**src/rtl/icsr_pkg.sv**
```systemverilog
package icsr_pkg;

  localparam int NUM_SRC  = 3;
  localparam int ACT_LSB  = 0;
  localparam int PEND_LSB = 12;
  localparam int EXT_BIT  = 22;
  localparam int DBG_BIT  = 23;
  localparam int TCLR_BIT = 25;
  localparam int TSET_BIT = 26;
  localparam int CCLR_BIT = 27;
  localparam int CSET_BIT = 28;
  localparam int NSET_BIT = 31;

  typedef enum logic [1:0] {
    SRC_TICK = 2'd0,
    SRC_CTX  = 2'd1,
    SRC_NMI  = 2'd2
  } src_e;

  typedef struct packed {
    logic set;
    logic clr;
  } sw_req_t;

  function automatic bit src_has_hw(int idx);
    return idx == int'(SRC_TICK);
  endfunction

  function automatic bit src_has_clr(int idx);
    return idx != int'(SRC_NMI);
  endfunction

endpackage

```
**src/rtl/icsr_wr_decode.sv**
```systemverilog
module icsr_wr_decode
  import icsr_pkg::*;
#(
  parameter int DATA_W = 32
) (
  input  logic                       wr_en,
  input  logic [DATA_W-1:0]          wr_data,
  output sw_req_t [NUM_SRC-1:0]      req
);

  always_comb begin
    req = '0;
    if (wr_en) begin
      req[SRC_TICK].set = wr_data[TSET_BIT];
      req[SRC_TICK].clr = wr_data[TCLR_BIT];
      req[SRC_CTX].set  = wr_data[CSET_BIT];
      req[SRC_CTX].clr  = wr_data[CCLR_BIT];
      req[SRC_NMI].set  = wr_data[NSET_BIT];
      req[SRC_NMI].clr  = 1'b0;
    end
  end

endmodule

```
**src/rtl/icsr_pend_bit.sv**
```systemverilog
module icsr_pend_bit #(
  parameter bit HW_SET  = 1'b0,
  parameter bit HAS_CLR = 1'b1
) (
  input  logic clk,
  input  logic rst,
  input  logic sw_set,
  input  logic sw_clr,
  input  logic hw_set,
  input  logic ack,
  output logic pend
);

  logic hw_eff;
  logic clr_eff;
  logic set_eff;
  logic nxt;

  generate
    if (HW_SET) begin : g_hw
      assign hw_eff = hw_set;
    end else begin : g_nohw
      assign hw_eff = 1'b0;
    end
    if (HAS_CLR) begin : g_clr
      // clear beats a software set, hardware set beats clear
      assign clr_eff = sw_clr & ~hw_eff;
      assign set_eff = sw_set & ~sw_clr;
    end else begin : g_noclr
      assign clr_eff = 1'b0;
      assign set_eff = sw_set;
    end
  endgenerate

  assign nxt = hw_eff | set_eff | (pend & ~clr_eff & ~ack);

  always_ff @(posedge clk) begin
    if (rst) pend <= 1'b0;
    else     pend <= nxt;
  end

  // set and clear together leave the flag low
  a_r8_clr_beats_set: assert property (@(posedge clk) disable iff (rst)
    (HAS_CLR && sw_set && sw_clr && !hw_eff) |=> !pend);

  // hardware pend always lands
  a_r10_hw_set_lands: assert property (@(posedge clk) disable iff (rst)
    (HW_SET && hw_set) |=> pend);

  // acknowledge without a fresh set drops the flag
  a_r9_ack_clears: assert property (@(posedge clk) disable iff (rst)
    (ack && !sw_set && !hw_eff) |=> !pend);

  // acknowledge with a fresh set keeps it
  a_r9_set_over_ack: assert property (@(posedge clk) disable iff (rst)
    (ack && sw_set && !(HAS_CLR && sw_clr)) |=> pend);

  // nothing requested, nothing changes
  a_r4_idle_stable: assert property (@(posedge clk) disable iff (rst)
    (!sw_set && !sw_clr && !hw_eff && !ack) |=> $stable(pend));

endmodule

```
**src/rtl/icsr_status_pack.sv**
```systemverilog
module icsr_status_pack
  import icsr_pkg::*;
#(
  parameter int DATA_W = 32,
  parameter int VEC_W  = 9
) (
  input  logic [VEC_W-1:0]   act_num,
  input  logic [VEC_W-1:0]   pend_num,
  input  logic               ext_irq_pend,
  input  logic               dbg_preempt,
  input  logic [NUM_SRC-1:0] flags,
  output logic [DATA_W-1:0]  word
);

  always_comb begin
    word = '0;
    word[ACT_LSB  +: VEC_W] = act_num;
    word[PEND_LSB +: VEC_W] = pend_num;
    word[EXT_BIT]  = ext_irq_pend;
    word[DBG_BIT]  = dbg_preempt;
    word[TSET_BIT] = flags[SRC_TICK];
    word[CSET_BIT] = flags[SRC_CTX];
    word[NSET_BIT] = flags[SRC_NMI];
  end

endmodule

```
**src/rtl/icsr_ctrl.sv**
```systemverilog
module icsr_ctrl
  import icsr_pkg::*;
#(
  parameter int VEC_W = 9
) (
  input  logic             clk,
  input  logic             rst,
  input  logic             wr_en,
  input  logic [31:0]      wr_data,
  output logic [31:0]      rd_data,
  input  logic [VEC_W-1:0] act_num,
  input  logic [VEC_W-1:0] pend_num,
  input  logic             ext_irq_pend,
  input  logic             dbg_preempt,
  input  logic             tick_hw_set,
  input  logic             ack_tick,
  input  logic             ack_ctx,
  input  logic             ack_nmi,
  output logic             tick_pending,
  output logic             ctx_pending,
  output logic             nmi_pending
);

  localparam int DATA_W = 32;

  sw_req_t [NUM_SRC-1:0] req;
  logic    [NUM_SRC-1:0] hw_vec;
  logic    [NUM_SRC-1:0] ack_vec;
  logic    [NUM_SRC-1:0] flags;

  assign hw_vec  = {1'b0, 1'b0, tick_hw_set};
  assign ack_vec = {ack_nmi, ack_ctx, ack_tick};

  icsr_wr_decode #(.DATA_W(DATA_W)) u_dec (
    .wr_en   (wr_en),
    .wr_data (wr_data),
    .req     (req)
  );

  generate
    for (genvar s = 0; s < NUM_SRC; s++) begin : g_src
      icsr_pend_bit #(
        .HW_SET  (src_has_hw(s)),
        .HAS_CLR (src_has_clr(s))
      ) u_bit (
        .clk    (clk),
        .rst    (rst),
        .sw_set (req[s].set),
        .sw_clr (req[s].clr),
        .hw_set (hw_vec[s]),
        .ack    (ack_vec[s]),
        .pend   (flags[s])
      );
    end
  endgenerate

  icsr_status_pack #(.DATA_W(DATA_W), .VEC_W(VEC_W)) u_pack (
    .act_num      (act_num),
    .pend_num     (pend_num),
    .ext_irq_pend (ext_irq_pend),
    .dbg_preempt  (dbg_preempt),
    .flags        (flags),
    .word         (rd_data)
  );

  assign tick_pending = flags[SRC_TICK];
  assign ctx_pending  = flags[SRC_CTX];
  assign nmi_pending  = flags[SRC_NMI];

  // reset empties every flag
  a_r1_reset_clear: assert property (@(posedge clk)
    rst |=> (!tick_pending && !ctx_pending && !nmi_pending));

  // nothing but an acknowledge removes a pending NMI
  a_r6_nmi_sticky: assert property (@(posedge clk) disable iff (rst)
    (nmi_pending && !ack_nmi) |=> nmi_pending);

  // clear and reserved positions read low
  always_comb begin
    a_r7_clr_bits_zero: assert (rd_data[TCLR_BIT] == 1'b0 && rd_data[CCLR_BIT] == 1'b0);
    a_r3_reserved_zero: assert (rd_data[11:9] == 3'b0 && rd_data[21] == 1'b0 &&
                                rd_data[24] == 1'b0 && rd_data[30:29] == 2'b0);
    // outputs agree with the read word
    a_r11_out_match: assert (rd_data[TSET_BIT] == tick_pending &&
                             rd_data[CSET_BIT] == ctx_pending &&
                             rd_data[NSET_BIT] == nmi_pending);
  end

endmodule

```
**config.mk**
```make
export PLATFORM = sky130hd
export DESIGN_NAME = icsr_ctrl
export DESIGN_NICKNAME = d
export VERILOG_FILES = /design/src/rtl/icsr_pkg.sv /design/src/rtl/icsr_wr_decode.sv /design/src/rtl/icsr_pend_bit.sv /design/src/rtl/icsr_status_pack.sv /design/src/rtl/icsr_ctrl.sv
export SDC_FILE = /design/constraint.sdc
export NUM_CORES = 1
export LEC_CHECK = 0
export ABC_AREA = 1
export BUFFER_PORTS_ARGS = -buffer_cell sky130_fd_sc_hd__buf_4
export CAP_MARGIN = 20
export CORE_ASPECT_RATIO = 0.8
export CORE_MARGIN = 2
export CORE_UTILIZATION = 23
export DETAILED_ROUTE_END_ITERATION = 16
export GPL_ROUTABILITY_DRIVEN = 0
export GPL_TIMING_DRIVEN = 0
export PLACE_DENSITY_LB_ADDON = 0.2
export SETUP_SLACK_MARGIN = 0.1
export SLEW_MARGIN = 20
export SYNTH_ARGS = -nofsm -noshare
export SYNTH_HDL_FRONTEND = slang
export SYNTH_SLANG_ARGS = --single-unit
```
**constraint.sdc**
```tcl
create_clock -name clk -period 1.36 [get_ports clk]
set_input_delay 0.204 -clock clk [delete_from_list [all_inputs] [get_ports clk]]
set_output_delay 0.204 -clock clk [all_outputs]
set_load 0.02 [all_outputs]
```
; After elaboration in Yosys (flattened, before gate mapping)
; Cells that the tools add are included.
[op_classes]
addsub = 0
mul = 0
div_mod_pow = 0
magnitude_cmp = 0
n_eq_ne = 0
shifts = 0
n_mux = 1
n_bitwise = 19
reduce_logical = 0
[ops]
columns = cell, n
row1 = $and 1x1->1, 8
row2 = $not 1->1, 7
row3 = $mux 6, 1
row4 = $or 1x1->1, 4
[word_totals]
ff_bits = 3
latchBits = 0
mem_bits_rw = 0
mem_bits_ro = 0
in_bits = 59
word_cells = 23
n_memories = 0

; Depth between registers and ports, before layout
; Gate-level depths: netlist of run 1.
[depth]
depth_word = 6
mapped_depth = 5
ltp_nobuf = 5

; Cells and area by module
; From an unflattened synthesis of run 1, not the netlist that was laid out.
[hier_totals]
cells_unflattened = 67
hier_area_um2 = 437.9
[modules_own_cells]
columns = mod, instances, cells_each, area_each_um2
row1 = icsr_status_pack, 1, 33, 244.0
row2 = icsr_pend_bit (g_src[1].u_bit), 1, 8, 51.3
row3 = icsr_pend_bit (g_src[0].u_bit), 1, 8, 50.0
row4 = icsr_wr_decode, 1, 12, 48.8
row5 = icsr_pend_bit (g_src[2].u_bit), 1, 5, 40.0
row6 = icsr_ctrl, 1, 1, 3.8

; Worst setup path before layout of run 1
; Ideal clock, no wire load.
[synth_timing]
kind = register -> output
from = register g_src[1].u_bit.pend
to = output port rd_data[28]
t_arrival_ns = 0.617
required_time_ns = 1.156
slack_ns = 0.539
path_stages_with_launch = 2
path_cell_list = dfxtp_1 > buf_4
[synth_rtl]
columns = item, line_no
row1 = "start, declared", icsr_pend_bit.sv:11  ; output logic pend
row2 = "start signal, assigned", icsr_pend_bit.sv:39  ; else pend <= nxt;
row3 = "end, declared", icsr_ctrl.sv:10  ; output logic [31:0] rd_data,
; No word-level cell between the ends.

; Worst setup path in the final report of run 1
[layout_timing]
from = register g_src[1].u_bit.pend
to = output port rd_data[28]
; No word-level cell between the ends.

==> results of run 1 <==
==> layout make-up <==
cell class              instances  area [um^2]  area share
inverters                       3         11.3      0.0153
clock buffers                   4         26.3      0.0356
repair buffers                 37          278       0.376
plain buffers                  32          240       0.325
flip-flops and latches          3         60.1      0.0814
multi-input cells              22         95.1       0.129
well taps                      22         27.5      0.0373
==> worst paths after layout <==
check / cells past startpoint / start / slack (ns) / endpoint
max: 2 / g_src[1].u_bit.pend / 0.33 / rd_data[28]
min: 2 / rst / 0.14 / g_src[0].u_bit.pend
max reg2reg: 4 / g_src[0].u_bit.pend / 0.69 / g_src[0].u_bit.pend
min reg2reg: 2 / g_src[2].u_bit.pend / 0.48 / g_src[2].u_bit.pend
==> cell families (layout without fill, tap and decap cells) <==
kind of cell    Yosys count  count (layout)  share of synthesized area
other cells               1               9                    0.00996
simple gates             10              10                      0.113
buf+inv                  35              76                      0.668
flops                     3               3                      0.159
compound gates            3               3                     0.0498
==> per-layer routing <==
metal  up-vias  global-route usage
li1        213                   -
met1       170              0.0744
met2        29               0.166
met3         0              0.0560
met4         0              0.0214
met5         -                   0
==> stage by stage <==
stage	cell area (um^2)	total power [mW]	cells
final	738	0.502	123
after global routing	738	0.544	123
after CTS	738	0.512	123
after detailed placement	712	0.348	119
after global placement	712	0.345	119
after floorplan	407	0.258	60
==> power groups by stage <==
stage	Sequential, mW	Combinational [mW]	Clock [mW]
2_1_floorplan	0.105	0.153	0
3_3_place_gp	0.0990	0.246	0
3_5_place_dp	0.0990	0.249	0
4_1_cts	0.0978	0.249	0.165
5_1_grt	0.0982	0.263	0.183
6_report	0.0976	0.248	0.156
==> cell usage in the layout, fill, tap and decap left out <==
| cell | n |
|---|---|
| dfxtp_1 | 3 |
| a21oi_2 | 1 |
| inv_1 | 3 |
| nand3b_1 | 1 |
| clkbuf_4 | 3 |
| nand2_1 | 8 |
| clkbuf_1 | 1 |
| conb_1 | 9 |
| buf_4 | 69 |
| a21oi_1 | 2 |
| nand3_1 | 1 |
==> impl_metrics.toml, run 1 <==
[status]
outcome = "complete, no violations"

[synth]
synth-seq-cells = 3
synth_async_sr_flop_share = 0
synthCells = 52
synthTopCellsByCount = "buf_4, nand2_1, dfxtp_1, inv_1, a21oi_1"
synth_area_per_cell_um2 = 7.24
synth_edf_count = 0
synthTopCellsByArea = "buf_4, dfxtp_1, nand2_1"
yosysWarnings = 0
ys_types = 9
synth.most_common_cell = "buf_4"
syn_area_um2 = 377
ys_seq_area_frac = 0.159
yosys.area.top_type = "buf_4"
yosysTopAreaCellShare = 0.638
synth-main-ff-cell = "dfxtp_1"

[clock_tree]
clockBufferDepth = 2
htree_levels = 1
cts_buffers = 3
clock-root-buffer = "clkbuf_4"
cts.reportedPaths.clkPinSlew_ns = 0.03
cts-resized-gates = 0
cts_tree = "done"
clock_latency_ns = 0.23
cts_sinks = 3
ctsHoldBuffers = 0
post-cts-setup-buffer-count = 0

[power_and_ir_drop]
internal_power_mw = 0.338
ir_drop_uv = 357
p_sw_frac = 0.326
p_comb_frac = 0.494
p_switching_mw = 0.164
p_seq_frac = 0.194
p_leak_nw = 0.451
p_per_area_nw_per_um2 = 680
power_frac_clock = 0.311

[setup_path]
slowest_delay_ns = 0.32
critPathTopFamily = "flip-flops"
crit_type = "reg -> out"
crit_arrival_ns = 0.82
cp-end-kind = "output pin"
critPathMaxFanout = 3
path_common_cell = "buf_4"
worstPathRequired_ns = 1.16
cp_cell_sequence = "buf_4 > buf_4"
crit_buf_inv = 2
cp-start-kind = "register"
cpMaxStageDelayCell = "dfxtp_1"

[floorplan]
start_util = 0.239
dieArea_um2 = 1980
pin_count = 94
rows = 13
core_area_um2 = 1580
die_width_um = 49.2
die_h_um = 40.2

[sta]
holdWs_ns = 0.141
post-route-period-util = 0.755
maxSlewViolCount = 0
fin_ws_ns = 0.333
hold_viol_final = 0
fin_worst_skew_ns = 0
final.setup.tns_ns = 0
min_period_ns = 1.03
setup-violations-final = 0
grt_setup_unrepaired = "no"
fmax_ghz = 0.974

[layout]
reg_top3 = "g_src.u_bit.pend: 3 flops"
final_core_util = 0.468
regMostFlops = "g_src.u_bit.pend"
largest_register_ffs = 3
syn_to_final_growth_pct = 96.0
drive_gt1_frac = 0.723
num_antenna_cells = 0
nNetsFinal = 161
fillCellCount = 166

[route]
drtIter0Drc = 2
drc = 0
first_pass_iters = 2
route.detailed.wl_per_inst_um = 7.37
viasPerCell = 3.35
routed_wirelength_um = 907
dr_wl_met2_um = 543
wl_met3_um = 110
vias = 412
m1WireLength_um = 253
top_layer = "met3"
ant_nets = 0

[grt]
grt_pass1_wl_mm = 1.20
grt_usage = 0.0844
grt_antenna_before_repair = 0
grt_pass1_vias = 308
grt_max_degree = 6
gr-total-overflow = 0

[min_path]
hp-class = "in -> reg"

[job]
cap_viol_max_count = 0

[place]
port_buffers = 37
post-place-ws_ns = 0.576
Power figures use the tool's default switching activity.
==> run 2, diff against run 1 <==
--- a/config.mk
+++ b/config.mk
@@ -5,12 +5,12 @@
 export SDC_FILE = /design/constraint.sdc
 export NUM_CORES = 1
 export LEC_CHECK = 0
-export ABC_AREA = 1
+export ABC_AREA = 0
 export BUFFER_PORTS_ARGS = -buffer_cell sky130_fd_sc_hd__buf_4
 export CAP_MARGIN = 20
 export CORE_ASPECT_RATIO = 0.8
 export CORE_MARGIN = 2
-export CORE_UTILIZATION = 23
+export CORE_UTILIZATION = 21
 export DETAILED_ROUTE_END_ITERATION = 16
 export GPL_ROUTABILITY_DRIVEN = 0
 export GPL_TIMING_DRIVEN = 0
==> constraint.sdc (replaced) <==
create_clock -name clk -period 1 [get_ports clk]
set_input_delay 0.15 -clock clk [delete_from_list [all_inputs] [get_ports clk]]
set_output_delay 0.15 -clock clk [all_outputs]
set_load 0.02 [all_outputs]
==> impl_metrics.toml, run 2 <==
[place]
port_buffers = 37
post-place-ws_ns = 0.217
postPlaceCellArea_um2 = 711

[sta]
maxSlewViolCount = 0
fmax_ghz = 1.08
hold_viol_final = 0
final.setup.tns_ns = 0
post-route-period-util = 0.928
min_period_ns = 0.928
fin_worst_skew_ns = 0
fin_ws_ns = 0.0721
holdWs_ns = 0.0840
grt_setup_unrepaired = "yes"
setup-violations-final = 0

[route]
routed_wirelength_um = 888
viasPerCell = 3.43
first_pass_iters = 4
drtIter0Drc = 2
ant_nets = 0
vias = 405
drc = 0
route.detailed.wl_per_inst_um = 7.53

[synth]
ys_seq_area_frac = 0.160
synth_edf_count = 0
synthTopCellsByCount = "buf_4, dfxtp_1, nand2_1, nand2b_1"
synth-main-ff-cell = "dfxtp_1"
ys_types = 10
yosysTopAreaCellShare = 0.640
synth.most_common_cell = "buf_4"
synth-seq-cells = 3
synthCells = 47
yosys.area.top_type = "buf_4"
synth_async_sr_flop_share = 0
yosysWarnings = 0
synthTopCellsByArea = "buf_4, dfxtp_1, nand2b_1"
syn_area_um2 = 375
synth_area_per_cell_um2 = 7.99

[power_and_ir_drop]
power_mw = 0.695
p_leak_nw = 0.445
p_per_area_nw_per_um2 = 911
ir_drop_uv = 350

[layout]
nNetsFinal = 156
num_antenna_cells = 0
design_area_um2 = 763
reg_top3 = "g_src.u_bit.pend: 3 flops"
multi_input_area_um2 = 101
fillCellCount = 178
syn_to_final_growth_pct = 103
largest_register_ffs = 3
drive_gt1_frac = 0.792
layout_commonest_cell = "buf_4"
regMostFlops = "g_src.u_bit.pend"
layout_common_cells = "buf_4, conb_1, buf_6"
seqCellArea_um2 = 63.8

[grt]
gr-total-overflow = 0
grt_pass1_vias = 348
grt_max_degree = 6
grt_antenna_before_repair = 0
grt_pass1_wl_mm = 1.40
grt_usage = 0.0843

[setup_path]
cp-start-kind = "register"
regToRegEndpoint = "g_src[0].u_bit.pend"
worstPathRequired_ns = 0.85
reg2reg_slack_ns = 0.29
reg2reg_depth = 2
crit_type = "reg -> out"
critPathMaxFanout = 3
cp-startpoint = "g_src[0].u_bit.pend"
r2r-start = "g_src[0].u_bit.pend"
cp-end-kind = "output pin"
crit_arrival_ns = 0.78

[clock_tree]
cts_buffers = 3
cts.reportedPaths.clkPinSlew_ns = 0.04
clock_latency_ns = 0.23
clock-root-buffer = "clkbuf_4"
clockBufferDepth = 2
ctsHoldBuffers = 0
htree_levels = 1
cts_sinks = 3
cts_tree = "done"

[min_path]
min_from = "rst"
hp-class = "in -> reg"
whs_path_depth = 2
worstHoldEndpoint = "g_src[0].u_bit.pend"

[floorplan]
rows = 13
die_h_um = 41.8
start_util = 0.226
die_width_um = 51.3
core_area_um2 = 1660
dieArea_um2 = 2140
pin_count = 94

[status]
outcome = "complete, no violations"

[job]
cap_viol_max_count = 0
[run 2: changes by cell type after synthesis, sizes merged]
| cell | delta |
|---|---|
| a21oi | -2 |
| nand2 | -5 |
| a221oi | +1 |
| a311oi | +1 |
| nand3b | -1 |
| inv | -2 |
| and3b | +1 |
| nand3 | -1 |
| nand2b | +3 |
[run 2: worst max path at each step]
stage / endpoint / slack, ns / cells after the start
2_1_floorplan: g_src[0].u_bit.pend / 0.17 / 2
3_3_place_gp: g_src[0].u_bit.pend / 0.23 / 3
3_5_place_dp: g_src[0].u_bit.pend / 0.22 / 3
4_1_cts: rd_data[26] / 0.06 / 2
5_1_grt: rd_data[28] / 0.05 / 2
6_report: rd_data[26] / 0.07 / 2
[run 2: final cells by class]
type | instances | area share
plain buffers | 32 | 0.330
clock buffers | 4 | 0.0344
inverters | 1 | 0.00492
multi-input cells | 19 | 0.133
flip-flops and latches | 3 | 0.0836
well taps | 22 | 0.0361
repair buffers | 37 | 0.379
[run 2: cells by family after synthesis]
family	synth area share
AO/OA/AOI/OAI	0.0766
other	0.00999
AND/OR/NAND/NOR	0.103
buffers and inverters	0.650
flip-flops	0.160
[run 2: timing repair]
action                                  in CTS  in global routing
endpoints found under the setup margin       3                  3
buffers inserted                             0                  0
pin swaps                                    0                  0
gates resized for setup                      9                  0
[run 2: through the flow]
step                std cells   util
finish                    118  0.460
global route              118  0.460
CTS                       118  0.460
detailed placement        114  0.428
global placement          114  0.428
floorplan                  55      -
[run 2: power breakdown]
group          switching, mW  internal [mW]  total [mW]
combinational          0.153          0.193       0.346
sequential           0.00624          0.129       0.136
clock                 0.0639          0.150       0.214
total                  0.223          0.472       0.695
[run 2: layer usage]
| metal | global-route usage | up-vias | wire, um |
|---|---|---|---|
| li1 | - | 204 | - |
| met4 | 0.0632 | 0 | 17 |
| met3 | 0.0288 | 2 | 165 |
| met5 | 0 | - | 0 |
| met1 | 0.0711 | 168 | 203 |
| met2 | 0.158 | 31 | 502 |
[run 2: worst max-delay path, stage by stage, from the launching register on]
cell	delay, ns
dfxtp_2	0.32
buf_6	0.11
buf_6	0.12
